## src/rtl/dac_seq_pkg.sv

```systemverilog
// Shared types for the DAC refresh sequencer.
// Assumes: nothing beyond the SystemVerilog language.
package dac_seq_pkg;

    // Pass controller states.
    typedef enum logic [1:0] {
        SEQ_IDLE  = 2'd0,
        SEQ_ISSUE = 2'd1,
        SEQ_WAIT  = 2'd2
    } seq_state_t;

endpackage

```

## src/rtl/dac_tick_div.sv

```systemverilog
// Sample tick divider: emits a one-cycle pulse every DIV clocks.
// Assumes: DIV >= 2; counts from reset release.
module dac_tick_div #(
    parameter int DIV = 15625
) (
    input  logic clk,
    input  logic rst_n,
    output logic tick
);
    localparam int CW = $clog2(DIV);
    localparam logic [CW-1:0] LAST = CW'(DIV - 1);

    logic [CW-1:0] cnt;

    assign tick = (cnt == LAST);

    // Free-running modulo-DIV counter.
    always_ff @(posedge clk) begin
        if (!rst_n)
            cnt <= '0;
        else if (tick)
            cnt <= '0;
        else
            cnt <= cnt + 1'b1;
    end
endmodule

```

## src/rtl/dac_hold_bank.sv

```systemverilog
// Holding registers for every channel, plus a snapshot copy taken at the
// start of a pass. The snapshot feeds the frame engine.
// Assumes: if a write and a snapshot fall in the same cycle, the snapshot
// takes the value stored before that write.
module dac_hold_bank #(
    parameter int NCH   = 4,
    parameter int VAL_W = 12
) (
    input  logic                     clk,
    input  logic                     rst_n,
    input  logic                     wr_en,
    input  logic [$clog2(NCH)-1:0]   wr_chan,
    input  logic [VAL_W-1:0]         wr_val,
    input  logic                     snap,
    input  logic [$clog2(NCH)-1:0]   sel,
    output logic [VAL_W-1:0]         sel_val
);
    localparam int CH_W = $clog2(NCH);

    logic [VAL_W-1:0] live [NCH];
    logic [VAL_W-1:0] held [NCH];

    for (genvar g = 0; g < NCH; g++) begin : g_chan
        // Host-side store for channel g.
        always_ff @(posedge clk) begin
            if (!rst_n)
                live[g] <= '0;
            else if (wr_en && (wr_chan == CH_W'(g)))
                live[g] <= wr_val;
        end

        // Pass-start snapshot for channel g.
        always_ff @(posedge clk) begin
            if (!rst_n)
                held[g] <= '0;
            else if (snap)
                held[g] <= live[g];
        end
    end

    assign sel_val = held[sel];
endmodule

```

## src/rtl/dac_pass_ctrl.sv

```systemverilog
// Pass controller: on a tick it walks the channels in ascending order,
// issuing one request pulse per frame and waiting for the engine to finish.
// It captures readback, flags overruns and marks the end of a pass.
// Assumes: frm_done is a single-cycle pulse from the frame engine.
module dac_pass_ctrl
    import dac_seq_pkg::*;
#(
    parameter int NCH  = 4,
    parameter int RB_W = 32
) (
    input  logic                   clk,
    input  logic                   rst_n,
    input  logic                   tick,
    input  logic                   frm_done,
    input  logic [RB_W-1:0]        frm_rdata,
    output logic                   snap,
    output logic                   frm_req,
    output logic [$clog2(NCH)-1:0] chan,
    output logic [RB_W-1:0]        rdbk,
    output logic                   busy,
    output logic                   pass_done,
    output logic                   overrun
);
    localparam int CH_W = $clog2(NCH);
    localparam logic [CH_W-1:0] LAST_CH = CH_W'(NCH - 1);

    seq_state_t st;

    assign snap    = (st == SEQ_IDLE) && tick;
    assign frm_req = (st == SEQ_ISSUE);
    assign busy    = (st != SEQ_IDLE);

    // Sequence the channels, capture readback, raise the flags.
    always_ff @(posedge clk) begin
        if (!rst_n) begin
            st        <= SEQ_IDLE;
            chan      <= '0;
            rdbk      <= '0;
            pass_done <= 1'b0;
            overrun   <= 1'b0;
        end else begin
            pass_done <= 1'b0;
            if (tick && (st != SEQ_IDLE))
                overrun <= 1'b1;
            case (st)
                SEQ_IDLE: begin
                    if (tick) begin
                        chan <= '0;
                        st   <= SEQ_ISSUE;
                    end
                end
                SEQ_ISSUE: st <= SEQ_WAIT;
                SEQ_WAIT: begin
                    if (frm_done) begin
                        rdbk <= frm_rdata;
                        if (chan == LAST_CH) begin
                            st        <= SEQ_IDLE;
                            pass_done <= 1'b1;
                        end else begin
                            chan <= chan + 1'b1;
                            st   <= SEQ_ISSUE;
                        end
                    end
                end
                default: st <= SEQ_IDLE;
            endcase
        end
    end
endmodule

```

## src/rtl/dac_refresh_seq.sv

```systemverilog
// Top of the DAC refresh sequencer: tick divider, holding bank and pass
// controller. The serial frame engine sits outside this block.
// Assumes: CLK_HZ is an integer multiple of SAMPLE_HZ and at least twice it.
module dac_refresh_seq #(
    parameter int CLK_HZ    = 125_000_000,
    parameter int SAMPLE_HZ = 8000,
    parameter int NCH       = 4,
    parameter int VAL_W     = 12,
    parameter int RB_W      = 32
) (
    input  logic                   clk,
    input  logic                   rst_n,
    input  logic                   wr_en,
    input  logic [$clog2(NCH)-1:0] wr_chan,
    input  logic [VAL_W-1:0]       wr_val,
    output logic                   frm_req,
    output logic [$clog2(NCH)-1:0] frm_chan,
    output logic [VAL_W-1:0]       frm_val,
    input  logic                   frm_done,
    input  logic [RB_W-1:0]        frm_rdata,
    output logic [RB_W-1:0]        rdbk,
    output logic                   busy,
    output logic                   pass_done,
    output logic                   overrun
);
    localparam int DIV = CLK_HZ / SAMPLE_HZ;

    logic tick;
    logic snap;

    dac_tick_div #(.DIV(DIV)) u_tick (
        .clk  (clk),
        .rst_n(rst_n),
        .tick (tick)
    );

    dac_hold_bank #(.NCH(NCH), .VAL_W(VAL_W)) u_bank (
        .clk    (clk),
        .rst_n  (rst_n),
        .wr_en  (wr_en),
        .wr_chan(wr_chan),
        .wr_val (wr_val),
        .snap   (snap),
        .sel    (frm_chan),
        .sel_val(frm_val)
    );

    dac_pass_ctrl #(.NCH(NCH), .RB_W(RB_W)) u_ctrl (
        .clk      (clk),
        .rst_n    (rst_n),
        .tick     (tick),
        .frm_done (frm_done),
        .frm_rdata(frm_rdata),
        .snap     (snap),
        .frm_req  (frm_req),
        .chan     (frm_chan),
        .rdbk     (rdbk),
        .busy     (busy),
        .pass_done(pass_done),
        .overrun  (overrun)
    );
endmodule

```

## config.mk

```make
export PLATFORM = sky130hd
export DESIGN_NAME = dac_refresh_seq
export DESIGN_NICKNAME = d
export VERILOG_FILES = /design/src/rtl/dac_seq_pkg.sv /design/src/rtl/dac_tick_div.sv /design/src/rtl/dac_hold_bank.sv /design/src/rtl/dac_pass_ctrl.sv /design/src/rtl/dac_refresh_seq.sv
export SDC_FILE = /design/constraint.sdc
export NUM_CORES = 1
export LEC_CHECK = 0
export BUFFER_PORTS_ARGS = -buffer_cell sky130_fd_sc_hd__buf_2
export CORE_UTILIZATION = 50
export CTS_BUF_LIST = sky130_fd_sc_hd__clkbuf_8 sky130_fd_sc_hd__clkbuf_16
export CTS_CLUSTER_SIZE = 30
export DETAILED_ROUTE_END_ITERATION = 8
export PLACE_DENSITY = 0.82
export SETUP_SLACK_MARGIN = 0.3
export SLEW_MARGIN = 25
export SYNTH_ARGS = -nofsm -noshare
export SYNTH_HDL_FRONTEND = slang
export SYNTH_SLANG_ARGS = --single-unit
```

## constraint.sdc

```tcl
create_clock -name clk -period 4.9 [get_ports clk]
set_input_delay 0.49 -clock clk [delete_from_list [all_inputs] [get_ports clk]]
set_output_delay 0.49 -clock clk [all_outputs]
set_load 0.02 [all_outputs]
```

Yosys cells after proc, flatten, opt, wreduce, memory -nomap -nowiden
Memories as Yosys holds them, arrays and structs flattened. A register that Yosys moved wholly into a read port is not among the register bits.
Cells that the tools add are included.

storage, ports and cells
  output and inout port bits = 50
  RAM bits = 96
  memories = 2
  logic and storage cells = 79
  flip-flop bits (word level) = 52

cells by class
  $add $sub $neg = 2
  equal/unequal tests = 10
  reduce and logical (&&, ||, !) cells = 15
  bitwise logic cells = 9
  muxes and demuxes = 35

memories
  memory       words  width  rd ports  clocked after Yosys merged registers in  write ports  line                 source
  u_bank.held  4      12     1         1                                        4            dac_hold_bank.sv:21  logic [VAL_W-1:0] held [NCH];
  u_bank.live  4      12     4         0                                        4            dac_hold_bank.sv:20  logic [VAL_W-1:0] live [NCH];

operators by type and width
  cell                                                             count
  12-bit two-way mux                                               8
  1-bit two-way mux                                                18
  14-bit by 1-bit adder with 14-bit output, second input constant  1
  14-bit == test, second input constant                            1
  2-bit two-way mux                                                7
  2-bit == test, second input constant                             4
  1-bit bitwise OR                                                 8
  1-bit logical AND                                                6
  2-bit case mux with 3 select lines                               1
  2-bit by 1-bit == test with 1-bit output, second input constant  2
  2-bit logical NOT                                                2
  2-bit != test, second input constant                             2
  2-bit case mux with 2 select lines                               1
  2-bit AND reduction                                              2
  4-bit AND reduction                                              1
  2-bit nonzero test                                               2
  3-bit AND reduction                                              1
  2-bit by 1-bit adder with 2-bit output, second input constant    1
  2-bit by 1-bit != test with 1-bit output, second input constant  1
  2-bit OR reduction                                               1
  1-bit NOT                                                        1

Longest topological paths before layout
  depth after elaboration = 6
  gate-level depth with buffers = 8
  gate-level depth less buffers = 6

Hierarchy
Synthesis repeated with hierarchy kept, for this count alone.

unflattened totals
  cell total of the unflattened synthesis = 469
  area, all modules = 6008.3 sq um

by module, submodules not included
  module         cells each  seq. area each (sq um)  times used  area an instance (sq um)
  dac_hold_bank  233         2882.8                  1           3927.5
  dac_pass_ctrl  164         760.7                   1           1440.1
  dac_tick_div   72          280.3                   1           640.6

Worst setup path after synthesis
No wires, ideal clock.

  path kind = register to register
  start = reg u_tick.cnt[7]
  end = mem u_bank.held[0][0], enable pin
  stages on the path, launching flop included = 4
  setup slack = -0.491 ns
  buffers on the path = 0
  required time = 4.380 ns
  arrival time = 4.871 ns
  cell sequence = dfxtp_1 or4b_1 or4_4 o21ai_0

RTL lines
  element                 line                 source
  start, declared         dac_tick_div.sv:13   logic [CW-1:0] cnt;
  start signal, assigned  dac_tick_div.sv:24   cnt <= cnt + 1'b1;
  end, declared           dac_hold_bank.sv:21

==> metrics <==
setup TNS=0 ns; Post-synth EDFFs=96; synthesized area=5984 um2; status=complete, but fails checks; input/output buffers=between 90 and 100; flops & latches, synth=150; remaining global-route overflow=0; cells after synthesis=~470; leakage power=~2.8 nW; Root Driver=clkbuf_16; clk sink count=150; initial core utilization=51.75%; Worst path slowest cell=or4_4; Max Slew Vio Count=0; die width=between 100 and 150 um; vias per cell=5.128; VDD IR-drop max=about 0.00026 V; Crit path largest cell delay=0.61 ns; RSZ-0062 raised after global routing=no; Routed WL per cell=15.43 um; number of DRC markers in iteration 0=255; post-synth top area share=48.17%; Max-Cap Viols=0; synth unique cells=34; Clock transition at path regs=roughly 0.060 ns; DRC viols=8; htree depth=4; highest clock rate=0.3464 GHz; Std-Cell Rows=39; final period utilization=a little under 60%; largest cells by area after synthesis=edfxtp_1 (48%), dfxtp_1 (18%), and2_1 (10%), nand2_1 (4.6%), mux4_2 (4.5%); Async SR Flop Fraction=0%; Setup Viol. Count Final=0; Die H=111.4 um; multi-input logic area=1909 um2; largest net degree at the start of global routing=51; cells along the critical path=or4b_1 > or4_4 > o21ai_4 > buf_4; hpwl dp=7.274 mm; largest area contributor in the netlist=edfxtp_1; vias in the first global route=3,899; TritonCTS buffer count=17; Critical Path AT=approximately 3 ns; io pins=100; WS Path Type=flip-flop to flip-flop; die footprint=12,410 um2; Nets=625; Critical Path RT=4.98 ns; PwrDens=373.9 nW/um2; Clock Path Buffers=2; post-route ant nets=0; Buf/Inv on CP=1; routability congestion estimate=slightly above 0.8; hold slack=approximately 0.32 ns; CP endpoint kind=flip-flop; latest clock arrival within the worst-skew pair=0.42 ns; synthesized area per cell=12.65 um2; min-delay worst type=input port to flip-flop; Reg area=just under 4000 um2; CTS-repair resized insts=0; Primary FF master, synth=edfxtp_1; Synth top cells by count=and2_1 (96), edfxtp_1 (96), nand2_1 (74), dfxtp_1 (54), a21boi_0 (32); TritonCTS clock tree=done; diodes inserted=0; Critical Path Source Type=flip-flop; Area Growth Syn to Fin=19.76%; initial antenna violation count=0; Crit Path Max Fanout=28; number of buffers added for setup after CTS=0; total number of vias=3,733; Final Critical Period=between 2 and 3 ns; total track usage=19.83%; first-pass GRT wire length=approximately 19 mm; final hold vios=0; Core Area=11,560 um2; Max Clock Skew=0.01276 ns; failing checks=DRC; Top delay family on crit path=simple AND/OR/NAND/NOR gates; Worst-Margin Slew=0.9332 ns; total power=approximately 2.7 mW; layout cell share with drive strength beyond 1=25.30%; Fillers=about 850; Slew HR=roughly 38%; DR pass1 iterations=8; Warnings, synthesis=0; register area share after synthesis=about 66%; final wirelength=11.24 mm; hold_buf cts=0; Post-Syn Nets=about 530
==> layout by cell type (no fill, tap or decap), types with 4 or more instances in the layout <==
master / Yosys / routed
o31ai_1: 4 / 4
a21boi_0: 32 / 32
xnor2_1: 10 / 10
nor2_1: 22 / 22
nand3_1: 6 / 6
o21ai_0: 5 / 4
edfxtp_1: 96 / 96
clkbuf_16: 0 / 19
inv_1: 5 / 13
buf_2: 2 / 99
buf_4: 0 / 5
nand2_1: 74 / 74
mux4_2: 12 / 12
nor3_1: 4 / 4
and2_1: 96 / 96
dfxtp_1: 54 / 54
==> stage by stage <==
step | instances | cell area (um2) | setup slack, ns | utilization [%]
2_1_floorplan | 473 | 5984 | 0.8092 | -
3_3_place_gp | 695 | 6601 | 2.095 | 57.08
3_5_place_dp | 696 | 6618 | 2.001 | 57.22
4_1_cts | 728 | 7166 | 1.990 | 61.96
5_1_grt | 728 | 7167 | 1.864 | 61.97
6_report | 728 | 7167 | 2.013 | 61.97
==> metal layers <==
metal | vias up | GRT usage (%) | part of all wire [%]
met5 | - | 0 | 0
met4 | 0 | 7.477 | 1.6
met3 | 17 | 5.770 | 4.6
met2 | 88 | 36.54 | 55
met1 | 1805 | 21.50 | 39
li1 | 1823 | - | -
==> power breakdown <==
part           leakage, nW  total, mW  internal (mW)  switching (mW)
Clock                0.303       1.18          0.716           0.461
Combinational         1.09     0.0932         0.0381          0.0551
Sequential            1.36       1.41           1.40          0.0137
Total                 2.76       2.68           2.15           0.530
==> cells by family after synthesis <==
kind of cell    Yosys count  share of synthesized area [%]
buf+inv                  30                          2.091
mux                      12                          4.516
flops                   150                          66.23
fa+ha+maj                 3                         0.6273
xor+xnor                 12                          1.756
compound gates           44                          5.310
simple gates            222                          19.47
==> path summary, 6_finish.rpt <==
path                   startpoint                 to  slack, ns  cells past startpoint
hold / removal      frm_rdata[17]    u_ctrl.rdbk[17]       0.32                      3
setup / recovery    u_tick.cnt[7]  u_bank.held[1][1]       2.01                      4
hold reg to reg   u_ctrl.rdbk[10]    u_ctrl.rdbk[10]       0.46                      2
setup reg to reg    u_tick.cnt[7]  u_bank.held[1][1]       2.01                      4
==> flip-flops by register name (all words and copies together), names as in the netlist, named ones only <==
name / cells
u_bank.live: 48
u_ctrl.pass_done: 1
u_bank.held: 48
u_ctrl.rdbk: 32
u_tick.cnt: 14
u_ctrl.overrun: 1
u_ctrl.chan: 2
u_ctrl.st: 2
==> worst min-delay path: stages <==
cell      delay (ns)
buf_2           0.09
nand2_1         0.04
a21boi_0        0.06
==> layout make-up <==
| class | count | area share [%] |
|---|---|---|
| flip-flops and latches | 150 | 55.31 |
| multi-input cells | 293 | 26.64 |
| repair buffers | 105 | 7.647 |
| clock buffers | 21 | 7.018 |
| well taps | 143 | 2.497 |
| clock inverters | 11 | 0.6285 |
| inverters | 5 | 0.2619 |
Note: power is estimated with default switching activity, not from simulation.
